**src/rtl/os_timer_pkg.sv**
```systemverilog
// Package: os_timer_pkg
// Shared constants, types and the ratio decode for the oversampling bit timer.
// Assumes the ratio range 4..16 is fixed by the line protocol.
package os_timer_pkg;

    localparam int unsigned OS_MIN  = 4;
    localparam int unsigned OS_MAX  = 16;
    localparam int unsigned SEL_W   = 4;
    localparam int unsigned RATIO_W = $clog2(OS_MAX + 1);

    typedef logic [RATIO_W-1:0] ratio_t;

    typedef enum logic [1:0] {
        RX_IDLE  = 2'd0,
        RX_START = 2'd1,
        RX_RUN   = 2'd2
    } rx_state_e;

    // Map a 4-bit selection code to ticks per bit; small codes alias to the maximum.
    function automatic ratio_t decode_ratio(input logic [SEL_W-1:0] code);
        if (code < SEL_W'(OS_MIN)) begin
            return ratio_t'(OS_MAX);
        end
        return ratio_t'(code);
    endfunction

endpackage

```
**src/rtl/os_ratio_sel.sv**
```systemverilog
// Module: os_ratio_sel
// Holds the active ticks-per-bit ratio. It reloads from the configuration value
// only while the caller reports idle. Assumes cfg is a register value that is
// stable across clock edges.
module os_ratio_sel
    import os_timer_pkg::*;
#(
    parameter int unsigned CFG_W = 8
) (
    input  logic             clk,
    input  logic             rst_n,
    input  logic [CFG_W-1:0] cfg,
    input  logic             idle,
    output ratio_t           ratio
);

    localparam int unsigned HI_W = CFG_W - SEL_W;

    logic [HI_W-1:0] cfg_hi_unused;
    assign cfg_hi_unused = cfg[CFG_W-1:SEL_W];

    // Load the decoded ratio while idle; otherwise keep the one in use.
    always_ff @(posedge clk) begin
        if (!rst_n) begin
            ratio <= ratio_t'(OS_MAX);
        end else if (idle) begin
            ratio <= decode_ratio(cfg[SEL_W-1:0]);
        end
    end

endmodule

```
**src/rtl/os_tx_timer.sv**
```systemverilog
// Module: os_tx_timer
// Free-running transmit bit timer. It pulses stb in the cycle after every
// ratio-th tick while en is high, and is held clear while en is low.
// Assumes ratio does not change while en is high.
module os_tx_timer
    import os_timer_pkg::*;
(
    input  logic   clk,
    input  logic   rst_n,
    input  logic   tick,
    input  logic   en,
    input  ratio_t ratio,
    output logic   stb
);

    ratio_t cnt;

    // Count ticks within the bit period and raise the strobe at its end.
    always_ff @(posedge clk) begin
        if (!rst_n) begin
            cnt <= '0;
            stb <= 1'b0;
        end else begin
            stb <= 1'b0;
            if (!en) begin
                cnt <= '0;
            end else if (tick) begin
                if (cnt == ratio - ratio_t'(1)) begin
                    cnt <= '0;
                    stb <= 1'b1;
                end else begin
                    cnt <= cnt + ratio_t'(1);
                end
            end
        end
    end

endmodule

```
**src/rtl/os_rx_timer.sv**
```systemverilog
// Module: os_rx_timer
// Receive bit timer. It starts on a falling edge of the line while idle,
// checks the start bit half a bit later, and then issues a centre sample
// strobe each bit for FRAME_BITS bits. Assumes rxd is already synchronised
// and that ratio holds still while busy.
module os_rx_timer
    import os_timer_pkg::*;
#(
    parameter int unsigned FRAME_BITS = 10
) (
    input  logic   clk,
    input  logic   rst_n,
    input  logic   tick,
    input  logic   rxd,
    input  ratio_t ratio,
    output logic   sample_stb,
    output logic   start_stb,
    output logic   busy
);

    localparam int unsigned BIT_W = $clog2(FRAME_BITS + 1);

    rx_state_e  state;
    ratio_t     cnt;
    logic [BIT_W-1:0] bits;
    logic       rxd_q;
    ratio_t     half;
    logic       fall;

    assign half = ratio >> 1;
    assign fall = rxd_q & ~rxd;
    assign busy = (state != RX_IDLE);

    // Keep the previous line level for edge detection.
    always_ff @(posedge clk) begin
        if (!rst_n) begin
            rxd_q <= 1'b1;
        end else begin
            rxd_q <= rxd;
        end
    end

    // Frame sequencer: hunt for an edge, check the start bit, then time each bit.
    always_ff @(posedge clk) begin
        if (!rst_n) begin
            state      <= RX_IDLE;
            cnt        <= '0;
            bits       <= '0;
            sample_stb <= 1'b0;
            start_stb  <= 1'b0;
        end else begin
            sample_stb <= 1'b0;
            start_stb  <= 1'b0;
            unique case (state)
                RX_IDLE: begin
                    cnt  <= '0;
                    bits <= '0;
                    if (fall) begin
                        state <= RX_START;
                    end
                end
                RX_START: begin
                    if (tick) begin
                        if (cnt == half - ratio_t'(1)) begin
                            cnt <= '0;
                            if (!rxd) begin
                                sample_stb <= 1'b1;
                                start_stb  <= 1'b1;
                                bits       <= BIT_W'(1);
                                state      <= RX_RUN;
                            end else begin
                                state <= RX_IDLE;
                            end
                        end else begin
                            cnt <= cnt + ratio_t'(1);
                        end
                    end
                end
                RX_RUN: begin
                    if (tick) begin
                        if (cnt == ratio - ratio_t'(1)) begin
                            cnt        <= '0;
                            sample_stb <= 1'b1;
                            if (bits == BIT_W'(FRAME_BITS - 1)) begin
                                state <= RX_IDLE;
                            end else begin
                                bits <= bits + BIT_W'(1);
                            end
                        end else begin
                            cnt <= cnt + ratio_t'(1);
                        end
                    end
                end
                default: begin
                    state <= RX_IDLE;
                end
            endcase
        end
    end

endmodule

```
**src/rtl/os_bit_timer.sv**
```systemverilog
// Module: os_bit_timer
// Top of the oversampling bit timer. It ties the ratio holder to the transmit
// and receive timers. The ratio reloads only when both sides are idle.
// Assumes tick_en is a one-cycle pulse from a prescaler in the same clock domain.
module os_bit_timer
    import os_timer_pkg::*;
#(
    parameter int unsigned CFG_W      = 8,
    parameter int unsigned FRAME_BITS = 10
) (
    input  logic             clk,
    input  logic             rst_n,
    input  logic             tick_en,
    input  logic [CFG_W-1:0] os_cfg,
    input  logic             tx_en,
    input  logic             rxd,
    output logic             tx_bit_stb,
    output logic             rx_sample_stb,
    output logic             rx_start_stb,
    output logic             rx_busy
);

    ratio_t ratio_q;
    logic   both_idle;

    assign both_idle = ~tx_en & ~rx_busy;

    os_ratio_sel #(
        .CFG_W (CFG_W)
    ) u_ratio (
        .clk   (clk),
        .rst_n (rst_n),
        .cfg   (os_cfg),
        .idle  (both_idle),
        .ratio (ratio_q)
    );

    os_tx_timer u_tx (
        .clk   (clk),
        .rst_n (rst_n),
        .tick  (tick_en),
        .en    (tx_en),
        .ratio (ratio_q),
        .stb   (tx_bit_stb)
    );

    os_rx_timer #(
        .FRAME_BITS (FRAME_BITS)
    ) u_rx (
        .clk        (clk),
        .rst_n      (rst_n),
        .tick       (tick_en),
        .rxd        (rxd),
        .ratio      (ratio_q),
        .sample_stb (rx_sample_stb),
        .start_stb  (rx_start_stb),
        .busy       (rx_busy)
    );

endmodule

```
**config.mk**
```make
export PLATFORM = sky130hd
export DESIGN_NAME = os_bit_timer
export DESIGN_NICKNAME = d
export VERILOG_FILES = /design/src/rtl/os_timer_pkg.sv /design/src/rtl/os_ratio_sel.sv /design/src/rtl/os_tx_timer.sv /design/src/rtl/os_rx_timer.sv /design/src/rtl/os_bit_timer.sv
export SDC_FILE = /design/constraint.sdc
export NUM_CORES = 1
export LEC_CHECK = 0
export BUFFER_PORTS_ARGS = -buffer_cell sky130_fd_sc_hd__buf_2
export CAP_MARGIN = 5
export CORE_MARGIN = 8
export CORE_UTILIZATION = 55
export DETAILED_ROUTE_END_ITERATION = 8
export PLACE_DENSITY = 0.83
export SETUP_SLACK_MARGIN = 0.1
export SYNTH_ARGS = -nofsm -noshare
export SYNTH_HDL_FRONTEND = slang
export SYNTH_SLANG_ARGS = --single-unit
```
**constraint.sdc**
```tcl
create_clock -name clk -period 3.8 [get_ports clk]
set_clock_uncertainty 0.15 [all_clocks]
set_input_delay 0.57 -clock clk [delete_from_list [all_inputs] [get_ports clk]]
set_output_delay 0.57 -clock clk [all_outputs]
set_load 0.02 [all_outputs]
```
**Yosys cells after proc, flatten, opt, wreduce, memory -nomap -nowiden**

Cells that the tools add are included.
Widths: inputs -> output; s select.

- Register bits: 25
- Word-level logic and storage cells: 76

- Reduce and logical (&&, ||, !) cells: 9
- Bitwise logic cells: 5
- Equality and inequality tests: 14
- $add $sub $neg: 5
- Mux-type cells: 33
- Order comparisons: 1

Operator list:

| kind | number |
|---|---|
| $mux 5 | 7 |
| $mux 4 | 6 |
| $eq 5x5->1 | 3 |
| $pmux 5 s3 | 1 |
| $mux 2 | 7 |
| $pmux 4 s3 | 1 |
| $add 5x1->5 const B | 2 |
| $mux 1 | 9 |
| $ne 2x1->1 const B | 4 |
| $ne 2x2->1 const B | 4 |
| $reduce_and 7->1 | 1 |
| $pmux 2 s3 | 1 |
| $reduce_and 3->1 | 2 |
| $reduce_and 6->1 | 1 |
| $sub 4x1->5 const B | 1 |
| $sub 5x1->5 const B | 1 |
| $add 4x1->4 const B | 1 |
| $eq 4x4->1 const B | 1 |
| $lt 4x3->1 const B | 1 |
| $reduce_and 2->1 | 2 |
| $not 1->1 | 3 |
| $reduce_bool 3->1 | 1 |
| $and 1x1->1 | 2 |
| $eq 2x1->1 const B | 1 |
| 4 further kinds | 4 |

**Logic depth before layout (Yosys ltp)**

Gate-level depths: netlist of run 1.

- Depth in word-level cells: 6
- Mapped depth: 9
- Depth with buffers taken out: 8

**Cells and area by module**

From an unflattened synthesis of run 1, not the netlist that was laid out.

- Cell total of the unflattened synthesis: 190
- Area total of the unflattened synthesis: 1662.8 sq um

By module, submodules not included:

| module | times used | area an instance (sq um) | cells each |
|---|---|---|---|
| os_rx_timer | 1 | 1099.8 | 131 |
| os_tx_timer | 1 | 356.6 | 39 |
| os_ratio_sel | 1 | 202.7 | 19 |
| os_bit_timer | 1 | 3.8 | 1 |

**Worst setup path before layout of run 1**

OpenSTA, ideal clock, no wires.

- Kind: register to register
- Start point: register u_ratio.ratio[0]
- End point: register u_rx.bits[3]
- Buffers on the path: 1
- Data required time: 3.554 ns
- Path slack: 1.184 ns
- Stages on the path, launching flop included: 10
- Library setup time: 0.096 ns
- Arrival: 2.370 ns
- Cells stage by stage: dfxtp_1 inv_1 ha_1 xnor2_1 a311o_1 nor3_2 a21boi_1 or3_1 buf_2 o41ai_2

- Longest elaborated chain between the ends: 4

RTL lines:

| item | RTL line | RTL |
|---|---|---|
| start: declaration | os_ratio_sel.sv:14 | `output ratio_t ratio` |
| start signal: assignment | os_ratio_sel.sv:25 | `ratio <= ratio_t'(OS_MAX);` |
| start signal: assignment | os_ratio_sel.sv:27 | `ratio <= decode_ratio(cfg[SEL_W-1:0]);` |
| $sub 5x1->5 | os_rx_timer.sv:81 | `if (cnt == ratio - ratio_t'(1)) begin` |
| $eq 5x5->1 | os_rx_timer.sv:81 |  |
| $ne 2x1->1 (no source line) | n/a |  |
| $reduce_and 7->1 (no source line) | n/a |  |
| end signal: assignment | os_rx_timer.sv:87 | `bits <= bits + BIT_W'(1);` |
| end: declaration | os_rx_timer.sv:25 | `logic [BIT_W-1:0] bits;` |

Every way passes these cells.
A chain may end at the register's enable or synchronous reset.

**Final worst setup path of run 1**

- Start point: register u_ratio.ratio[1]
- End point: register u_rx.bits[3]

- Longest elaborated chain between the ends: 4
- Elaborated cells between the ends (all ways): 7
- Classes of those cells: add/sub (2); eq/ne (4); reduce/logical (1)

RTL lines:

| item | RTL line |
|---|---|
| $sub 5x1->5 / $sub 4x1->5 (equally long branches) | os_rx_timer.sv:81, os_rx_timer.sv:64 |
| $eq 5x5->1 (on tied branches) | os_rx_timer.sv:81, os_rx_timer.sv:64 |
| $ne 2x1->1 (no source line) | n/a |
| $reduce_and 7->1 (no source line) * | n/a |

Every way passes the cells marked *; elsewhere a longest branch is shown, timed or not.

==> summary.md, run 1 <==
| Metric | Value |
|---|---|
| Post-DRT Antenna Nets | 0 |
| RePlAce Congestion | ~0.87 |
| Clock slew at reported path FFs | between 0.1 and 0.15 ns |
| GRT Util Overall | roughly 14% |
| TritonCTS clock tree | done |
| Drt wl/cell | about 15 um |
| CP delay by family, top | compound AO/OA/AOI/OAI gates |
| Pin count of the biggest net entering global routing | 28 |
| Mean Syn Cell Area | between 8 and 9 um^2 |
| Slowest cell on the critical path | or3_1 |
| Worst EP required | a little under 4 ns |
| CP Cell Sequence | inv_1 > ha_1 > a21boi_2 > a311o_1 > nor3_2 > a21boi_1 > or3_1 > o41ai_2 |
| Placed inst area | 1650 um^2 |
| CTS Root Cell | clkbuf_4 |
| Crit path launch type | register |
| GRT overflow | 0 |
| Total negative setup slack | 0 ns |
| Die W | between 60 and 70 um |
| Top cells by instance count after synthesis | dfxtp_1 (25), nand2_1 (20), nor2_1 (14), ha_1 (11), xor2_1 (11) |
| Num ports | 17 |
| CP startpoint | u_ratio.ratio[1] |
| Outcome | finished clean |
| Cts repair resizes | 0 |
| #FFs+latches synth | 25 |
| DIE HEIGHT | 69.86 um |
| PD cells | between 400 and 500 nW/um^2 |
| Pins Over Slew Limit | 0 |
| Critical path arrival | just under 3 ns |
| Buffers added on ports | 12 |
| Synth-to-Final Area Change | 5.098% |
| Clk sinks | 25 |
| # Post-CTS Setup Buffers | 0 |
| Hold violation count in the final report | 0 |
| Max-cap violations | 0 |
| Deepest clock path buffer count | 2 |
| Die area | just under 5000 um^2 |
| Initial core utilization | around 58% |
| P_leak | approximately 0.68 nW |
| Hold path startpoint | rxd |
| Count of cell types in the netlist | 46 |
| Worst-path maximum fanout | 5 |
| Max-slew headroom | between 70% and 80% |
| Period utilization | about 75% |
| Synth warn | 0 |
| Worst path bufs/invs | 1 |
| Netlist Area Pre-Place | around 1600 um^2 |
| Fillcell total | between 200 and 250 |
| N_diodes | 0 |
| Worst slew pin tran | 0.4322 ns |
| Nets@finish | 217 |
| Top-count cell post-synth | dfxtp_1 |
| Vias | around 1300 |
| H-Tree Depth | 1 |
| Vias in the first global route | between 1000 and 1500 |
| Register area share after synthesis | 31.37% |
| Max VDD drop | between 0.0003 and 0.0004 V |
| Critical path class | register to register |
| First-pass GRT wire length | ~5.8 mm |
| Post-Syn Nets | ~210 |
| Final min period | ~2.8 ns |
| Total Wirelength | between 3 and 4 mm |
| Synth top area share | between 30% and 40% |
| Cells after Synth | 187 |
| Detail Placement HPWL | about 2.5 mm |
| Design Power | around 0.71 mW |
| Synth area leader | dfxtp_1 |
| Layout cells sized above 1 | 9.375% |
| Async SR Flop Fraction | 0% |
| Number of CTS-inserted buffers | 3 |
| RR Startpoint | u_ratio.ratio[1] |
| Core area | between 2000 and 3000 um^2 |
| Largest stage delay on the critical path | approximately 0.5 ns |
| Initial antenna violation count | 0 |
| DRC | 0 |
| Clk Latency, worst-skew pair | roughly 0.31 ns |
| Final setup fails | 0 |
| Main flop type after synthesis | dfxtp_1 |
| Standard-cell rows | 19 |
| Max Fclk | 0.3510 GHz |
| Post-synth EDFFs | 0 |
| CP endpoint kind | register |
| Iter 0 DRT Violations | 75 |
| Design area | between 1500 and 2000 um^2 |
| # hold bufs at CTS | 0 |
| Hold Path Class | input pin to register |
| Routed vias/inst | between 6 and 7 |
| Synth area leaders | dfxtp_1 (31%), ha_1 (8.6%), xor2_1 (6.0%), xnor2_1 (5.5%), nand2_1 (4.7%) |
| RSZ-0062 raised after global routing | no |
| First-pass DRT Iterations | 4 |
-- through the flow --
step,std cells,setup slack [ns],hold WS [ns],utilization (%)
2_1_floorplan,187,1.184,0.3086,-
3_3_place_gp,219,1.051,0.3274,59.85
3_5_place_dp,219,0.9808,0.3476,59.85
4_1_cts,223,0.9495,0.3488,60.80
5_1_grt,223,0.8105,0.3664,60.80
6_report,223,0.9510,0.3565,60.80
-- worst register-to-register path, stage by stage, from the launching register on --
cell and delay (ns):
dfxtp_1 0.42, inv_1 0.10, ha_1 0.27, a21boi_2 0.21, a311o_1 0.37, nor3_2 0.24, a21boi_1 0.18, or3_1 0.50
o41ai_2 0.33
-- cells by family after synthesis --
group | after synthesis | share of synthesized area [%]
compound gates | 38 | 17.88
xor+xnor | 22 | 12.94
fa+ha+maj | 11 | 8.627
buf+inv | 21 | 5.098
flops | 25 | 31.37
mux | 4 | 2.510
simple gates | 66 | 21.57
-- power by group --
group	switching, mW	internal (mW)
registers	0.0295	0.280
clock network	0.0753	0.0410
logic	0.162	0.124
-- sequential cells by signal, summed over array words and instances, names as in the netlist --
name             flops
u_tx.stb             1
u_tx.cnt             5
u_rx.bits            4
u_ratio.ratio        5
u_rx.start_stb       1
u_rx.sample_stb      1
u_rx.rxd_q           1
u_rx.cnt             5
u_rx.state           2
-- cells in the final DEF, fill, tap and decap left out, types with 2 or more instances in the layout --
master / Yosys / layout
a211oi_1: 3 / 3
a21boi_0: 2 / 2
a21boi_1: 2 / 2
a21oi_1: 3 / 3
a22oi_1: 2 / 2
a311oi_1: 3 / 3
and3_1: 4 / 4
buf_2: 2 / 12
clkbuf_4: 0 / 3
dfxtp_1: 25 / 25
ha_1: 11 / 11
inv_1: 10 / 10
mux2i_1: 4 / 4
nand2_1: 20 / 20
nand2b_1: 3 / 3
nand3_1: 3 / 3
nand3b_1: 2 / 2
nand4_1: 3 / 3
nand4b_1: 4 / 4
nor2_1: 14 / 14
nor2b_1: 4 / 4
nor3_1: 2 / 2
nor3b_1: 3 / 3
o211ai_1: 2 / 2
o21ai_0: 7 / 7
xnor2_1: 10 / 10
xor2_1: 11 / 11
-- cell type report --
| class | instances | area (um^2) | share of cell area [%] |
|---|---|---|---|
| Clock buffer | 4 | 26.28 | 1.567 |
| Multi-Input combinational cell | 141 | 1013 | 60.45 |
| Tap cell | 31 | 38.79 | 2.313 |
| Timing Repair Buffer | 12 | 60.06 | 3.582 |
| Sequential cell | 25 | 500.5 | 29.85 |
| Inverter | 10 | 37.54 | 2.239 |
-- metal layers --
layer | global-route usage (%) | vias to the layer above | wire length, um | share of wire (%)
li1 | - | 670 | - | -
met3 | 2.966 | 9 | 136 | 4.1
met5 | 0 | - | 0 | 0
met1 | 14.52 | 638 | 1395 | 42
met4 | 5.580 | 0 | 70 | 2.1
met2 | 25.48 | 31 | 1715 | 52
-- worst paths after layout --
| kind | depth (start not counted) | endpoint | slack [ns] |
|---|---|---|---|
| setup reg to reg | 8 | u_rx.bits[3] | 0.95 |
| setup / recovery | 8 | u_rx.bits[3] | 0.95 |
| hold reg to reg | 1 | u_rx.bits[3] | 0.36 |
| hold / removal | 2 | u_rx.rxd_q | 0.36 |
Note: power is estimated with default switching activity, not from simulation.
==> run 2: changes to the inputs <==
- clock period: 3.8 -> 2.9 ns (I/O delays scaled with it)
==> run 2 against run 1 <==
Compared with the run above: setup slack got worse by 0.72 ns; first-iteration DRC count fell by 35%; utilization rose by 1.2 points; sequential share of layout area fell by 0.52 points; via count fell by 3.0%; cell count rose by 0.90%; non-clock buffer count rose by 2; global-route usage rose by 0.27 points; sequential power rose by 31%; clock power rose by 36%; critical path type unchanged.
==> summary.md, run 2 (synthesized netlist as in run 1, its figures left out) <==
| Metric | Value |
|---|---|
| Outcome | finished clean |
| Routed vias/inst | 5.813 (-3.8%) |
| Synth-to-Final Area Change | 7.216% |
| Vias in the first global route | 1261 (-8.6%) |
| Design Power | 0.9645 mW (+36%) |
| DIE HEIGHT | 69.86 um (unchanged) |
| CP endpoint kind | register |
| Worst-path maximum fanout | 5 (unchanged) |
| Deepest clock path buffer count | 2 (unchanged) |
| Max Fclk | 0.3745 GHz (+6.7%) |
| Crit path launch type | register |
| Layout Cells excl Fill | 225 (+0.90%) |
| Clk sinks | 25 (unchanged) |
| Drt wl/cell | 14.63 um (-1.7%) |
| Post-DRT Antenna Nets | 0 (unchanged) |
| Period utilization | 92.07% (+17 points) |
| # Post-CTS Setup Buffers | 0 (unchanged) |
| Nets@finish | 219 (+0.92%) |
| Most frequent cells in the layout | dfxtp_1 (24), nand2_1 (20), nor2_1 (14) |
| Hold violation count in the final report | 0 (unchanged) |
| Core area | 2758 um^2 (unchanged) |
| Standard-cell rows | 19 (unchanged) |
| TritonCTS clock tree | done |
| Initial antenna violation count | 0 (unchanged) |
| Worst EP required | 3.00 ns (-0.88 ns) |
| P_leak | 0.6974 nW (+2.7%) |
| Number of CTS-inserted buffers | 3 (unchanged) |
| Die W | 69.86 um (unchanged) |
| N_diodes | 0 (unchanged) |
| H-Tree Depth | 1 (unchanged) |
| Placed inst area | 1665 um^2 (+0.91%) |
| PD cells | 563.9 nW/um^2 (+33%) |
| Final min period | 2.670 ns (-0.1788 ns) |
| Biggest registers after layout | u_ratio.ratio x5, u_rx.cnt x5, u_tx.cnt x5 |
| Total Wirelength | 3.291 mm (-0.78%) |
| Final setup fails | 0 (unchanged) |
| Min setup slack post-route | 0.2298 ns (-0.7212 ns) |
| RePlAce Congestion | 0.8618 (-0.55%) |
| First-pass GRT wire length | 5.816 mm (+1.1%) |
| CTS Root Cell | clkbuf_4 |
| Most common cell after layout, fill and taps aside | dfxtp_1 |
| Max VDD drop | 0.0004380 V (+37%) |
| Hold WS | 0.1997 ns (-0.1568 ns) |
| Max-slew headroom | 69.66% (-1.5 points) |
| Dpl cells | 221 (+0.91%) |
| Iter 0 DRT Violations | 49 (-35%) |
| Detail Placement HPWL | 2.529 mm (-0.26%) |
| RSZ-0062 raised after global routing | yes |
| Place WS | 0.1573 ns (-0.8235 ns) |
| Max-cap violations | 0 (unchanged) |
| Clk Latency, worst-skew pair | 0.33 ns (+0.02 ns) |
| Hold Path Class | input pin to register |
| GRT overflow | 0 (unchanged) |
| Total negative setup slack | 0 ns (unchanged) |
| Vias | 1308 (-3.0%) |
| Worst slew pin tran | 0.4545 ns (+0.02236 ns) |
| Buffers added on ports | 12 (unchanged) |
| Die area | 4880 um^2 (unchanged) |
| Final core occ | 62.02% (+1.2 points) |
| Pins Over Slew Limit | 0 (unchanged) |
| Design area | 1710 um^2 (+2.0%) |
| First-pass DRT Iterations | 4 (unchanged) |
| Num ports | 17 (unchanged) |
| Clock slew at reported path FFs | 0.14 ns (about the same) |
| Initial core utilization | 57.85% (unchanged) |
| Pin count of the biggest net entering global routing | 28 (unchanged) |
| Critical path class | register to register |
| Layout cells sized above 1 | 12.89% (+3.5 points) |
| Critical path arrival | 2.77 ns (-0.15 ns) |
| GRT Util Overall | 14.01% (+0.27 points) |
| DRC | 0 (unchanged) |
[run 2: worst paths after layout]
kind,from,end,slack [ns],depth (start not counted)
max,u_ratio.ratio[2],u_rx.bits[3],0.23,8
min,rxd,u_rx.rxd_q,0.20,2
max reg2reg,u_ratio.ratio[2],u_rx.bits[3],0.23,8
min reg2reg,u_rx.bits[3],u_rx.bits[3],0.35,1
[run 2: critical path, stage by stage (launching register included)]
cell and delay (ns):
dfxtp_1 0.44, inv_1 0.09, ha_1 0.24, a21boi_2 0.21
a311o_1 0.37, nor3_2 0.25, a21boi_1 0.12, or3_4 0.44
o41ai_2 0.30
[run 2: power by group]
part / internal [mW] / total (mW) / leakage (nW) / switching (mW)
Clock: 0.0518 / 0.158 / 0.0177 / 0.106
Combinational: 0.181 / 0.403 / 0.476 / 0.222
Sequential: 0.367 / 0.404 / 0.203 / 0.0370
[run 2: metal layers]
layer	share of wire, %	vias to the layer above	routed length [um]	track usage (%)
met3	3.6	5	118	3.955
met4	0.88	0	29	2.902
met5	0	-	0	0
li1	-	672	-	-
met2	51	15	1672	24.37
met1	45	616	1471	16.61
[run 2: cell type report]
cell class                      instances  area [um^2]
Clock inverter                          1        5.005
Sequential cell                        25        501.7
Multi-Input combinational cell        141         1030
Timing Repair Buffer                   14        75.07
Tap cell                               31        38.79
Fill cell                             238         1047
Clock buffer                            3        22.52
Inverter                               10        37.54
[run 2: repair_timing]
action / 4_1_cts / 5_1_grt
endpoints found under the setup margin: 0 / 4
gates resized for setup: 0 / 6
hold buffers: 0 / 0
==> run 3: changes to the inputs <==
==> constraint.sdc (replaced) <==
create_clock -name clk -period 2.9 [get_ports clk]
set_clock_uncertainty 0.15 [all_clocks]
set_input_delay 0.58 -clock clk [delete_from_list [all_inputs] [get_ports clk]]
set_output_delay 0.58 -clock clk [all_outputs]
set_load 0.02 [all_outputs]
==> run 3 against run 2 <==
Compared with the run above: sequential share of layout area is essentially flat; highest routed layer unchanged; worst hold slack gained 0.17 ns; first-iteration DRC count grew 37%; utilization shrank 0.23 points; routed wire length shrank 1.2%.
==> summary.md, run 3 (synthesized netlist as in run 1, its figures left out) <==
| Metric | Value |
|---|---|
| Deepest clock path buffer count | 2 (unchanged) |
| Routed vias/inst | 5.978 (+2.8%) |
| First-pass DRT Iterations | 4 (unchanged) |
| Number of CTS-inserted buffers | 3 (unchanged) |
| RePlAce Congestion | 0.8462 (-1.8%) |
| Vias in the first global route | 1377 (+9.2%) |
| Max-cap violations | 0 (unchanged) |
| Period utilization | 93.10% (+1.0 points) |
| Final core occ | 61.80% (-0.23 points) |
| Buffers added on ports | 12 (unchanged) |
| CTS Root Cell | clkbuf_4 |
| Post-DRT Antenna Nets | 0 (unchanged) |
| Place WS | 0.1809 ns (+0.02358 ns) |
| Total Wirelength | 3.252 mm (-1.2%) |
| Initial antenna violation count | 0 (unchanged) |
| Worst r2r path cells | 9 (+1) |
| Pins Over Slew Limit | 0 (unchanged) |
| Total negative setup slack | 0 ns (unchanged) |
| Layout cells sized above 1 | 11.86% (-1.0 points) |
| Vias | 1345 (+2.8%) |
| Most common cell after layout, fill and taps aside | dfxtp_1 |
| Critical path class | register to register |
| Clk Latency, worst-skew pair | 0.31 ns (-0.02 ns) |
| Outcome | finished clean |
| Clock slew at reported path FFs | 0.14 ns (about the same) |
| H-Tree Depth | 1 (unchanged) |
| RSZ-0062 raised after global routing | yes |
| Biggest registers after layout | u_ratio.ratio x5, u_rx.cnt x5, u_tx.cnt x5 |
| Design Power | 0.9487 mW (-1.6%) |
| Die area | 4880 um^2 (unchanged) |
| DRC | 0 (unchanged) |
| Min setup slack post-route | 0.2001 ns (-0.02976 ns) |
| Critical path arrival | 2.75 ns (-0.02 ns) |
| Reg2reg end | u_rx.bits[3] |
| Standard-cell rows | 19 (unchanged) |
| GRT Util Overall | 13.51% (-0.50 points) |
| Final setup fails | 0 (unchanged) |
| Initial core utilization | 57.85% (unchanged) |
| Worst slew pin tran | 0.4318 ns (-0.02274 ns) |
| Hold Path Class | input pin to register |
| Crit path launch type | register |
| CP startpoint | u_ratio.ratio[1] |
| Core area | 2758 um^2 (unchanged) |
| # Post-CTS Setup Buffers | 0 (unchanged) |
| CP endpoint kind | register |
| Max Fclk | 0.3704 GHz (-1.1%) |
| P_leak | 0.6954 nW (-0.30%) |
| Hold violation count in the final report | 0 (unchanged) |
| Iter 0 DRT Violations | 67 (+37%) |
| Max VDD drop | 0.0003952 V (-9.8%) |
| Die W | 69.86 um (unchanged) |
| Fillcell total | 247 (+3.8%) |
| GRT overflow | 0 (unchanged) |
| Largest stage delay on the critical path | 0.43 ns (about the same) |
| Pin count of the biggest net entering global routing | 28 (unchanged) |
| Max-slew headroom | 70.76% (+1.1 points) |
| Nets@finish | 219 (unchanged) |
| DIE HEIGHT | 69.86 um (unchanged) |
| Slowest cell on the critical path | o311ai_1 |
| Synth-to-Final Area Change | 6.823% |
| TritonCTS clock tree | done |
| Most frequent cells in the layout | dfxtp_1 (25), nand2_1 (20), nor2_1 (14) |
| Final min period | 2.700 ns (+0.02976 ns) |
| PD cells | 556.7 nW/um^2 (-1.3%) |
| Worst setup path endpoint | u_rx.bits[3] |
| RR Startpoint | u_ratio.ratio[1] |
| CP Cell Sequence | inv_1 > ha_1 > a21boi_2 > a311o_1 > nor3_2 > a21boi_1 > buf_4 > o311ai_1 > o41ai_2 |
| First-pass GRT wire length | 5.782 mm (-0.58%) |
| Detail Placement HPWL | 2.490 mm (-1.5%) |
| Hold path startpoint | rxd |
| Clk sinks | 25 (unchanged) |
| Drt wl/cell | 14.45 um (-1.2%) |
| Worst EP required | 2.95 ns (-0.05 ns) |
| Hold WS | 0.3676 ns (+0.1679 ns) |
| Num ports | 17 (unchanged) |
| R2r setup slk | 0.20 ns (-0.03 ns) |
| N_diodes | 0 (unchanged) |
| Worst-path maximum fanout | 5 (unchanged) |
run 3: final cells by class:
class / instances / area (um^2) / share of cell area (%)
repair buffers: 14 / 75.07 / 4.405
clock inverters: 1 / 5.005 / 0.2937
multi-input cells: 141 / 1025 / 60.13
clock buffers: 3 / 22.52 / 1.322
well taps: 31 / 38.79 / 2.276
inverters: 10 / 37.54 / 2.203
flip-flops and latches: 25 / 500.5 / 29.37
run 3: timing repair:
action                                  CTS  global route
gates resized for setup                   0             4
endpoints found under the setup margin    0             4
hold buffers                              0             0
run 3: worst min path at each step:
stage / cells after the start / slack, ns / to
floorplan: 1 / 0.31 / u_rx.bits[3]
global placement: 1 / 0.33 / u_rx.bits[3]
detailed placement: 1 / 0.36 / u_rx.bits[3]
CTS: 2 / 0.37 / u_rx.rxd_q
global route: 2 / 0.35 / u_rx.rxd_q
finish: 2 / 0.37 / u_rx.rxd_q
run 3: through the flow:
| step | cells | cell area, um^2 |
|---|---|---|
| after global routing | 225 | 1704 |
| after global placement | 221 | 1665 |
| after CTS | 225 | 1693 |
| after floorplan | 187 | 1595 |
| final | 225 | 1704 |
| after detailed placement | 221 | 1665 |
run 3: worst max-delay path, delay by kind of cell (launching register included):
kind                       cells  cell delay (ns)
adders and majority gates      1             0.27
AOI/OAI and AO/OA              5             1.25
DFF                            1             0.42
and+or+nand+nor                1             0.23
buffers and inverters          2             0.27
run 3: per-layer routing:
metal | vias up | wire length, um | track usage, %
met3 | 8 | 132 | 2.684
met4 | 0 | 61 | 3.795
met1 | 640 | 1399 | 15.12
li1 | 672 | - | -
met2 | 25 | 1659 | 24.97
met5 | - | 0 | 0
run 3: power by group:
part | internal, mW | switching (mW) | total, mW
combinational | 0.177 | 0.216 | 0.393
clock | 0.0515 | 0.102 | 0.154
sequential | 0.367 | 0.0357 | 0.403
